$ cat config.mk
export PLATFORM = sky130hd
export DESIGN_NAME = pcib_bridge_xlate
export DESIGN_NICKNAME = d
export VERILOG_FILES = /design/src/rtl/pcib_pkg.sv /design/src/rtl/pcib_regbank.sv /design/src/rtl/pcib_win_unit.sv /design/src/rtl/pcib_bridge_xlate.sv
export SDC_FILE = /design/constraint.sdc
export NUM_CORES = 1
export LEC_CHECK = 0
export BUFFER_PORTS_ARGS = -buffer_cell sky130_fd_sc_hd__buf_2
export CAP_MARGIN = 20
export CORE_AREA = 8 8 179 181
export DETAILED_ROUTE_END_ITERATION = 12
export DIE_AREA = 0 0 187 189
export PLACE_DENSITY = 0.65
export SLEW_MARGIN = 0
export SYNTH_ARGS = -nofsm -noshare
export SYNTH_HDL_FRONTEND = slang
export SYNTH_SLANG_ARGS = --single-unit
export TNS_END_PERCENT = 20
$ cat constraint.sdc
create_clock -name clk -period 4.9 [get_ports clk]
set_input_delay 0 -clock clk [delete_from_list [all_inputs] [get_ports clk]]
set_output_delay 0 -clock clk [all_outputs]
set_load 0.005 [all_outputs]
$ cat src/rtl/pcib_pkg.sv
// Shared constants and helpers for the bridge window translation block.
// Assumes three memory windows and eight registers on a 32-bit data path.
package pcib_pkg;
    localparam int NUM_MWIN = 3;
    localparam int NUM_REGS = 8;
    localparam logic [31:0] IO_WIN_SIZE = 32'h0010_0000;

    // Register index equals byte offset divided by four.
    typedef enum logic [2:0] {
        RIX_MAP0  = 3'd0,
        RIX_MAP1  = 3'd1,
        RIX_MAP2  = 3'd2,
        RIX_IDENT = 3'd3,
        RIX_FLAGS = 3'd4,
        RIX_SEC0  = 3'd5,
        RIX_SEC1  = 3'd6,
        RIX_SEC2  = 3'd7
    } reg_ix_e;

    // Size of memory window idx for a given board variant.
    function automatic logic [31:0] mwin_size(input int variant, input int idx);
        if (variant == 0) begin
            return (idx == 0) ? 32'h0C00_0000 : 32'h1000_0000;
        end
        case (idx)
            0:       return 32'h0100_0000;
            1:       return 32'h0400_0000;
            default: return 32'h0800_0000;
        endcase
    endfunction
endpackage

$ cat src/rtl/pcib_regbank.sv
// Register storage and decode for the bridge control registers.
// Assumes word-aligned offsets and full-width enables; anything else is ignored.
// Reads are combinational; writes land on the clock edge.
module pcib_regbank
    import pcib_pkg::*;
#(
    parameter int ADDR_W = 8,
    parameter int DATA_W = 32
) (
    input  logic                             clk,
    input  logic                             rst_n,
    input  logic                             we,
    input  logic [ADDR_W-1:0]                addr,
    input  logic [DATA_W/8-1:0]              be,
    input  logic [DATA_W-1:0]                wdata,
    output logic [DATA_W-1:0]                rdata,
    output logic [NUM_MWIN-1:0][DATA_W-1:0]  map_o
);
    localparam int IX_W = $clog2(NUM_REGS);

    logic [DATA_W-1:0] regs_q [NUM_REGS];
    logic              full;
    logic              hit;
    logic [IX_W-1:0]   ix;

    // Decode: aligned offset inside the register range with all lanes enabled.
    always_comb begin
        full = &be;
        hit  = (addr[1:0] == 2'b00) && (addr[ADDR_W-1:2] < (ADDR_W-2)'(NUM_REGS));
        ix   = addr[IX_W+1:2];
    end

    // Storage: clear on reset, load on a valid full-width write.
    always_ff @(posedge clk) begin
        if (!rst_n) begin
            for (int i = 0; i < NUM_REGS; i++) regs_q[i] <= '0;
        end else if (we && full && hit) begin
            regs_q[ix] <= wdata;
        end
    end

    // Read mux: zero for unmapped or partial accesses.
    always_comb begin
        rdata = (full && hit) ? regs_q[ix] : '0;
    end

    genvar g;
    generate
        for (g = 0; g < NUM_MWIN; g++) begin : g_map
            assign map_o[g] = regs_q[g];
        end
        for (g = 0; g < NUM_REGS; g++) begin : g_hold
            AST_REG_HOLD: assert property (@(posedge clk) disable iff (!rst_n)
                (!(we && full && hit && (ix == IX_W'(g)))) |=> (regs_q[g] == $past(regs_q[g])))
                else $error("register %0d changed without a valid write", g);
        end
    endgenerate

    AST_MAP0_LOAD: assert property (@(posedge clk) disable iff (!rst_n)
        (we && full && hit && (ix == IX_W'(RIX_MAP0))) |=> (map_o[0] == $past(wdata)))
        else $error("map0 did not take written value");

    AST_UNMAPPED_READ: assert property (@(posedge clk) disable iff (!rst_n)
        (!hit || !full) |-> (rdata == '0))
        else $error("unmapped or partial read returned data");
endmodule

$ cat src/rtl/pcib_win_unit.sv
// Translation for one memory window.
// Assumes the window size is a power-of-two multiple boundary for the masked
// variant; VARIANT=0 takes the top nibble from the map, VARIANT=1 masks the map.
module pcib_win_unit
    import pcib_pkg::*;
#(
    parameter int VARIANT = 0,
    parameter int IDX     = 0
) (
    input  logic        clk,
    input  logic        rst_n,
    input  logic [31:0] map,
    input  logic [31:0] offset,
    output logic [31:0] addr,
    output logic        err
);
    localparam logic [31:0] SIZE = mwin_size(VARIANT, IDX);
    localparam logic [31:0] MASK = ~(SIZE - 32'd1);

    logic [31:0] addr_nib;
    logic [31:0] addr_msk;

    // Form both candidate addresses, then pick by variant and range.
    always_comb begin
        addr_nib = {map[3:0], offset[27:0]};
        addr_msk = (map & MASK) | offset;
        err      = (offset >= SIZE);
        addr     = err ? 32'd0 : ((VARIANT == 0) ? addr_nib : addr_msk);
    end

    AST_LOW_BITS_PASS: assert property (@(posedge clk) disable iff (!rst_n)
        (!err && VARIANT == 0) |-> (addr[27:0] == offset[27:0]))
        else $error("offset bits lost in window %0d", IDX);

    AST_ERR_ZERO_ADDR: assert property (@(posedge clk) disable iff (!rst_n)
        err |-> (addr == 32'd0))
        else $error("error with non-zero address in window %0d", IDX);
endmodule

$ cat src/rtl/pcib_bridge_xlate.sv
// Top of the bridge register bank and window translator.
// Assumes translation requests are combinational lookups against the
// registered map values; a map write is seen from the following cycle.
module pcib_bridge_xlate
    import pcib_pkg::*;
#(
    parameter int VARIANT = 0
) (
    input  logic        clk,
    input  logic        rst_n,
    input  logic        reg_we,
    input  logic [7:0]  reg_addr,
    input  logic [3:0]  reg_be,
    input  logic [31:0] reg_wdata,
    output logic [31:0] reg_rdata,
    input  logic [1:0]  xl_win,
    input  logic [31:0] xl_offset,
    output logic [31:0] xl_addr,
    output logic        xl_err
);
    logic [NUM_MWIN-1:0][31:0] map_w;
    logic [NUM_MWIN-1:0][31:0] maddr_w;
    logic [NUM_MWIN-1:0]       merr_w;
    logic                      io_err;

    pcib_regbank #(.ADDR_W(8), .DATA_W(32)) u_regs (
        .clk   (clk),
        .rst_n (rst_n),
        .we    (reg_we),
        .addr  (reg_addr),
        .be    (reg_be),
        .wdata (reg_wdata),
        .rdata (reg_rdata),
        .map_o (map_w)
    );

    genvar g;
    generate
        for (g = 0; g < NUM_MWIN; g++) begin : g_win
            pcib_win_unit #(.VARIANT(VARIANT), .IDX(g)) u_win (
                .clk    (clk),
                .rst_n  (rst_n),
                .map    (map_w[g]),
                .offset (xl_offset),
                .addr   (maddr_w[g]),
                .err    (merr_w[g])
            );
        end
    endgenerate

    // Output select: memory windows by index, code 3 is the fixed I/O window.
    always_comb begin
        io_err = (xl_offset >= IO_WIN_SIZE);
        if (xl_win == 2'd3) begin
            xl_err  = io_err;
            xl_addr = io_err ? 32'd0 : xl_offset;
        end else begin
            xl_err  = merr_w[xl_win];
            xl_addr = maddr_w[xl_win];
        end
    end

    AST_IO_PASSTHRU: assert property (@(posedge clk) disable iff (!rst_n)
        (xl_win == 2'd3 && !xl_err) |-> (xl_addr == xl_offset))
        else $error("I/O window did not pass offset");

    AST_IO_RANGE: assert property (@(posedge clk) disable iff (!rst_n)
        (xl_win == 2'd3) |-> (xl_err == (xl_offset >= 32'h0010_0000)))
        else $error("I/O window range flag wrong");
endmodule

# Word level (Yosys, flattened, before mapping)
# Memory sizes are Yosys's and may differ from the RTL's.
# Cells that the tools add are included.
[totals] rom_bits=0 inputBits=81 reg_bits=0 mem_count=1 latch_bits=0 ramBits=256 word_cells=32
[op_classes] div=0 magnitude_cmp=5 n_reduce_logical=7 bitwise=0 add_sub_neg=0 mul=0 n_mux=18 n_eq_ne=1 shift=0
[memory_table] name="u_regs.regs_q" words=8 width=32 rd=4 rd_clocked_by_memory_dff=0 write_ports=8 line="pcib_regbank.sv:21" source="logic [DATA_W-1:0] regs_q [NUM_REGS];"
[op_table] cell="$mux 32" n=8
[op_table] cell="$bmux 32 s2" n=1
[op_table] cell="$ge 32x21->1 const B" n=1
[op_table] cell="$ge 32x28->1 const B" n=1
[op_table] cell="$ge 32x29->1 const B" n=1
[op_table] cell="$reduce_or 32->1" n=1
[op_table] cell="$mux 1" n=7
[op_table] cell="$lt 6x4->1 const B" n=1
[op_table] cell="$logic_and 1x1->1" n=4
[op_table] cell="$reduce_and 4->1" n=1
[op_table] cell="$lt 2x3->1 const B" n=1
[op_table] cell="$mux 3" n=1
[op_table] cell="$bmux 1 s2" n=1
[op_table] cell="$eq 2x2->1 const B" n=1
[op_table] cell="$logic_not 2->1" n=1

# Longest topological paths before layout
# Gate-level depths: netlist (run 1).
[logic_depth] depth_word=8 depth_mapped=8 ltp_nobuf=4

# Hierarchy
# Synthesis (run 1) repeated with hierarchy kept, for this count alone.
[hier_totals] cells_unflattened=1098 hier_area_um2=12969.9
[by_module_without_submodules] mod="pcib_regbank" instances=1 area_per_inst_um2=11269.6 cells_each=863
[by_module_without_submodules] mod="pcib_bridge_xlate" instances=1 area_per_inst_um2=879.6 cells_each=120
[by_module_without_submodules] mod="pcib_win_unit at g_win[1].u_win ..." instances=2 area_per_inst_um2=269.0 cells_each=37
[by_module_without_submodules] mod="pcib_win_unit at g_win[0].u_win" instances=1 area_per_inst_um2=282.8 cells_each=41

# Least setup slack after synthesis (run 1)
# Ideal clock, no wire load.
[synth_timing] kind="input to register" from="input port reg_addr[1]" to="memory u_regs.regs_q[5][0] (enable)" stages=5 setup_slack_ns=0.905 n_path_buf=2 setup_ns=0.470 arrival_ns=3.525 cell_sequence="or3_1 > or4_1 > buf_2 > buf_2 > o31ai_1"
[synth_lines] element="start, declared" line="pcib_bridge_xlate.sv:12" source="input logic [7:0] reg_addr,"
[synth_lines] element="end, declared" line="pcib_regbank.sv:21"

==> impl_metrics.csv, run 1 <==
group,metric,value,unit
final_layout,top_register,"u_regs.regs_q",
final_layout,multi_input_area,0.00359,sq mm
critical_path,max_stage_delay,0.69,ns
critical_path,crit_path_end_kind,"register",
pwr,power_leakage,4.67,nW
final_layout,drive_above_1_share,25.9,%
sta,max_freq,357,MHz
clock_network,ctsLongestPathBuffers,3,
clock_network,cts.sinks,256,
pwr,irDropWorstVdd,0.224,mV
detailed_routing,vias,8113,
synth,synth_flop_cell,"edfxtp_1",
detailed_routing,drt_wl_total,33900,um
synth,ys_ff_latch,256,
critical_path,worst_path_max_delay_cell,"o21ai_4",
sta,slew_headroom,38.7,%
floorplanning,core-area,0.0292,sq mm
sta,worst_pin_slew,0.897,ns
clock_network,cts-htree-levels,1,
floorplanning,die_area,0.0353,sq mm
detailed_routing,postRouteAntennaNets,0,
clock_network,postCtsSetupBuffers,0,
synth,synth_fp_nets,972,
critical_path,cp_cell_sequence,"buf_2, or3_1, or4_2, buf_4, or3b_1, o21ai_4, buf_4",
detailed_routing,via_per_inst,5.54,
final_layout,diodes,0,
critical_path,cp.required,5.12,ns
sta,hold_violations,0,
placement,place_ws,1.56,ns
final_layout,layout_commonest_cell,"nor2_1",
clock_network,cts_tree,"yes",
clock_network,clkTransAtPathRegs,0.06,ns
synth,ys_seq_area_share,67.1,%
final_layout,reg_top3,"u_regs.regs_q x256",
critical_path,crit_family,"simple AND/OR/NAND/NOR gates",
critical_path,arrival,3.02,ns
synth,post-synth-top-area-cell,"edfxtp_1",
floorplanning,initial_core_util,39.2,%
detailed_routing,drt_iter0_markers,896,
placement,hpwlAfterDp,21300,um
sta,setup_viol,0,
floorplanning,die_x,187,um
final_layout,fin_util,47.6,%
global_routing,grt_max_degree,54,
worst_hold_path,hold_class,"in -> reg",
critical_path,crit_path_start_kind,"input port",
placement,place.port_buffers,145,
synth,synth_cell_types,41,
sta,maxSlewViolCount,0,
floorplanning,num_io_pins,146,
sta,fin_setup_tns,0,ns
global_routing,gr-total-overflow,0,
final_layout,largest_reg_flops,256,
synth,synth_area,0.0114,sq mm
detailed_routing,first_pass_iters,7,
clock_network,cts_buffers,27,
sta,finalCritPeriodShare,57.1,%
final_layout,layout_common_cells,"nor2_1, edfxtp_1, buf_2",
global_routing,track_usage,18.8,%
final_layout,nNetsFinal,1135,
synth,synth_edf_count,256,
detailed_routing,drt_drc_violations_left,0,
floorplanning,die_h,189,um
synth,netlist_instances,891,
synth,yosysTopAreaCellShare,67.1,%
floorplanning,rows,63,
synth,avgSynthCellArea,12.9,sq um
detailed_routing,post_drt_wl_per_cell,23.1,um
global_routing,grt_antenna_before_repair,0,
critical_path,crit_top_cell,"buf_4",
outcome,outcome,"finished clean",
pwr,p_per_area,360,mW/mm^2
sta,rsz0062_at_grt,"no",
synth,synthTopCellsByArea,"edfxtp_1, nor2_1, mux4_2, mux2_2, mux2i_1",
critical_path,critPathMaxFanout,37,
synth,synthArstFlopShare,0,%
sta,worst_slack,2.10,ns
global_routing,grt_pass1_wl,51200,um
critical_path,path_buf_inv,3,
clock_network,clockRootBuffer,"clkbuf_16",
global_routing,grt_pass1_vias,8423,
synth,ys_warn_count,0,
final_layout,syn2layout_area_growth,21.5,%
flow_run,cap_violations,0,
final_layout,seqCellArea,0.00769,sq mm
final_layout,fillers,2609,
sta,finalCriticalPeriod,2.80,ns
critical_path,worstSetupPathType,"in -> reg",
placement,gp_routability_congestion,0.768,
[layout make-up]
type	instances	share of cell area (%)
clock buffers	34	5.04
clock inverters	16	1.57
inverters	4	0.108
multi-input cells	566	25.8
flip-flops and latches	256	55.2
well taps	390	3.51
repair buffers	199	8.74
[what timing repair did]
action,in CTS,in global routing
resized for setup,0,0
endpoints found under the setup margin,0,0
endpoints found under the hold margin,158,0
hold buffers,25,0
[final timing paths]
kind | depth (start not counted) | start | endpoint | slack [ns]
hold / removal | 3 | reg_wdata[9] | u_regs.regs_q[3][9]$_SDFFCE_PN0P_ | 0.003
setup / recovery | 7 | reg_addr[1] | u_regs.regs_q[0][22]$_SDFFCE_PN0P_ | 2.10
[cell usage after synthesis (2+ instances only)]
| cell type | n |
|---|---|
| a211oi_1 | 10 |
| buf_2 | 23 |
| mux2i_1 | 22 |
| o21ai_0 | 2 |
| a211o_1 | 2 |
| o311ai_0 | 3 |
| edfxtp_1 | 256 |
| a221o_1 | 2 |
| and2_1 | 28 |
| o32ai_1 | 4 |
| a221oi_1 | 4 |
| nor4_1 | 3 |
| inv_1 | 3 |
| a21oi_1 | 8 |
| nor3_1 | 6 |
| o221ai_1 | 14 |
| nand4_1 | 3 |
| a222oi_1 | 4 |
| mux4_2 | 28 |
| clkbuf_1 | 27 |
| buf_1 | 15 |
| o21ai_1 | 4 |
| nor2_1 | 284 |
| o22ai_1 | 18 |
| nor2b_1 | 8 |
| or3_1 | 2 |
| nand3_1 | 2 |
| o31ai_1 | 5 |
| nand2b_1 | 5 |
| nand2_1 | 54 |
| mux2_2 | 25 |
| a2111oi_0 | 8 |
[worst min-delay path, cell delays in order]
cell	delay (ns)
buf_2	0.07
nand2_1	0.19
nor2_1	0.15
[logic make-up after synthesis]
kind of cell	share of synthesized area, %
and+or+nand+nor	14.4
buffers and inverters	2.51
muxes	9.89
AOI/OAI and AO/OA	6.05
DFF	67.1
[power by group]
| part | switching [mW] | total (mW) | internal (mW) |
|---|---|---|---|
| clock network | 0.846 | 2.13 | 1.28 |
| logic | 0.196 | 0.337 | 0.141 |
| registers | 0.0336 | 2.55 | 2.51 |
| total | 1.08 | 5.01 | 3.94 |
[layer usage]
metal	wire length, um	track usage [%]	vias up
li1	-	-	3603
met1	13600	24.2	4031
met2	16600	32.4	417
met3	2950	3.27	62
met4	759	4.86	0
met5	0	0	-
[through the flow]
step / total power [mW] / instances / area [sq um] / hold WS [ns]
after global placement: 2.90 / 1388 / 12700 / 0.271
final: 5.01 / 1465 / 13900 / 0.00268
after CTS: 5.03 / 1463 / 13900 / 0.000858
after detailed placement: 2.91 / 1388 / 12700 / 0.268
after global routing: 5.15 / 1465 / 13900 / 0.0368
after floorplan: 2.77 / 891 / 11400 / 0.110
Note: power is estimated with default switching activity, not from simulation.
==> run 2, diff against run 1 <==
ABC_AREA = 1   (was default)
CORE_AREA = 8 8 188 190   (was 8 8 179 181)
DIE_AREA = 0 0 196 198   (was 0 0 187 189)
clock period = 2.7 ns   (was 4.9 ns; I/O delays follow)
==> impl_metrics.csv, run 2 <==
group,metric,value,unit
sta,max_freq,548,MHz
synth,netlist_instances,1344,
critical_path,crit_path_end_kind,"output pin",
synth,synth_area,0.0127,sq mm
global_routing,gr-total-overflow,0,
worst_hold_path,hold_class,"in -> reg",
final_layout,largest_reg_flops,256,
clock_network,clkTransAtPathRegs,0.06,ns
synth,avgSynthCellArea,9.48,sq um
pwr,irDropWorstVdd,0.617,mV
pwr,pwr-share-seq,54.2,%
sta,finalCritPeriodShare,67.6,%
global_routing,grt_max_degree,57,
critical_path,worst_path_max_delay_cell,"nand3_2",
critical_path,crit_path_start_kind,"input port",
synth,synthTopCellsByArea,"edfxtp_1, nor2_1, nand2_1, nand3b_1, nand3_1",
global_routing,grt_pass1_wl,58500,um
detailed_routing,first_pass_iters,5,
synth,ys_seq_area_share,60.3,%
critical_path,crit_top_cell,"nor2_1",
placement,place.port_buffers,145,
final_layout,fillers,3058,
synth,synth_cell_types,27,
final_layout,layout_common_cells,"nor2_1, edfxtp_1, buf_2",
floorplanning,die_h,198,um
synth,synth_edf_count,256,
detailed_routing,drt_wl_total,37900,um
sta,worst_pin_slew,0.934,ns
sta,slew_headroom,37.6,%
sta,fin_setup_tns,0,ns
clock_network,cts_tree,"yes",
final_layout,top_register,"u_regs.regs_q",
clock_network,cts.sinks,256,
placement,postPlaceCellArea,0.0138,sq mm
critical_path,arrival,1.83,ns
synth,ys_warn_count,0,
sta,hold_violations,0,
flow_run,cap_violations,0,
synth,yosysTopAreaCellShare,60.3,%
detailed_routing,postRouteAntennaNets,0,
detailed_routing,vias,10200,
synth,synthArstFlopShare,0,%
clock_network,post_cts_resized,0,
sta,maxSlewViolCount,0,
synth,synth.most_common_cell,"nor2_1",
placement,hpwlAfterDp,23500,um
final_layout,layout_commonest_cell,"nor2_1",
critical_path,worstSetupPathType,"in -> out",
final_layout,fin_util,46.1,%
pwr,switchingPower,1.98,mW
synth,post-synth-top-area-cell,"edfxtp_1",
pwr,pwr-share-clk,37.9,%
global_routing,track_usage,19.1,%
detailed_routing,post_drt_wl_per_cell,19.7,um
pwr,p_per_area,573,mW/mm^2
floorplanning,die_x,196,um
clock_network,clockRootBuffer,"clkbuf_16",
global_routing,grt_pass1_vias,10200,
final_layout,fin_area,0.0148,sq mm
floorplanning,die_area,0.0388,sq mm
clock_network,cts_buffers,26,
final_layout,nNetsFinal,1585,
sta,rsz0062_at_grt,"no",
pwr,power_frac_comb,7.8,%
sta,finalCriticalPeriod,1.83,ns
final_layout,drive_above_1_share,16.6,%
synth,synth_flop_cell,"edfxtp_1",
floorplanning,rows,66,
sta,setup_viol,0,
global_routing,grt_antenna_before_repair,2,
placement,place_ws,0.722,ns
critical_path,cp_cell_sequence,"buf_2, inv_2, nand3_2, buf_4, nor2_1, nor2_1, nand3b_1, nor2_1, buf_2",
critical_path,critPathMaxFanout,21,
detailed_routing,drt_drc_violations_left,0,
detailed_routing,via_per_inst,5.29,
critical_path,cp.required,2.70,ns
placement,gp_routability_congestion,0.825,
pwr,switching_share,23.3,%
synth,synth_fp_nets,1425,
pwr,power_leakage,6.30,nW
floorplanning,num_io_pins,146,
final_layout,reg_top3,"u_regs.regs_q x256",
floorplanning,initial_core_util,39.6,%
critical_path,max_stage_delay,0.52,ns
outcome,outcome,"finished clean",
critical_path,path_buf_inv,4,
floorplanning,core-area,0.0322,sq mm
synth,synthTopCellsByCount,"nor2_1, edfxtp_1, nand2_1",
clock_network,ctsLongestPathBuffers,3,
clock_network,cts-htree-levels,1,
detailed_routing,drt_iter0_markers,842,
pwr,intPower,6.52,mW
synth,ys_ff_latch,256,
critical_path,crit_family,"buffers and inverters",
sta,worst_slack,0.875,ns
final_layout,syn2layout_area_growth,16.4,%
run 2: layout make-up:
class	count	area, sq um	share of cell area [%]
Clock buffer	36	688	4.64
Timing Repair Buffer	220	1380	9.31
Clock inverter	6	35.0	0.236
Tap cell	408	510	3.44
Antenna cell	1	2.50	0.0169
Inverter	79	297	2.00
Sequential cell	256	7690	51.8
Multi-Input combinational cell	921	4230	28.5
run 2: what timing repair did:
action,CTS,global route
setup buffers,0,0
hold buffers,32,0
hold endpoints to repair,256,0
run 2: final timing paths:
| kind | endpoint | start | depth (start not counted) |
|---|---|---|---|
| worst max-delay path | reg_rdata[4] | reg_addr[2] | 9 |
| worst min-delay path | u_regs.regs_q[4][1]$_SDFFCE_PN0P_ | rst_n | 3 |
run 2: logic make-up (layout without fill, tap and decap cells):
| group | Yosys count | after routing | synth area share (%) |
|---|---|---|---|
| compound gates | 45 | 45 | 2.61 |
| other cells | 0 | 1 | 0 |
| buf+inv | 167 | 341 | 6.45 |
| simple gates | 876 | 876 | 30.6 |
| flops | 256 | 256 | 60.3 |
run 2: power groups by stage:
stage | sequential, mW | combinational, mW | clock [mW]
2_1_floorplan | 4.68 | 0.363 | 0
3_3_place_gp | 4.69 | 0.621 | 0
3_5_place_dp | 4.69 | 0.629 | 0
4_1_cts | 4.61 | 0.667 | 3.24
5_1_grt | 4.63 | 0.729 | 3.40
6_report | 4.61 | 0.666 | 3.22
run 2: per-layer routing:
metal | vias to the layer above | share of wire (%) | global-route usage, %
li1 | 4811 | - | -
met1 | 4889 | 41 | 24.5
met2 | 426 | 49 | 33.6
met3 | 57 | 7.7 | 2.78
met4 | 2 | 2.0 | 4.94
met5 | - | 0.032 | 0
run 2: stage by stage:
stage | power (mW) | instances | hold slack [ns]
after floorplan | 5.04 | 1344 | 0.134
after global placement | 5.31 | 1852 | 0.358
after detailed placement | 5.32 | 1852 | 0.364
after CTS | 8.52 | 1926 | 0.116
after global routing | 8.75 | 1927 | 0.123
final | 8.50 | 1927 | 0.137
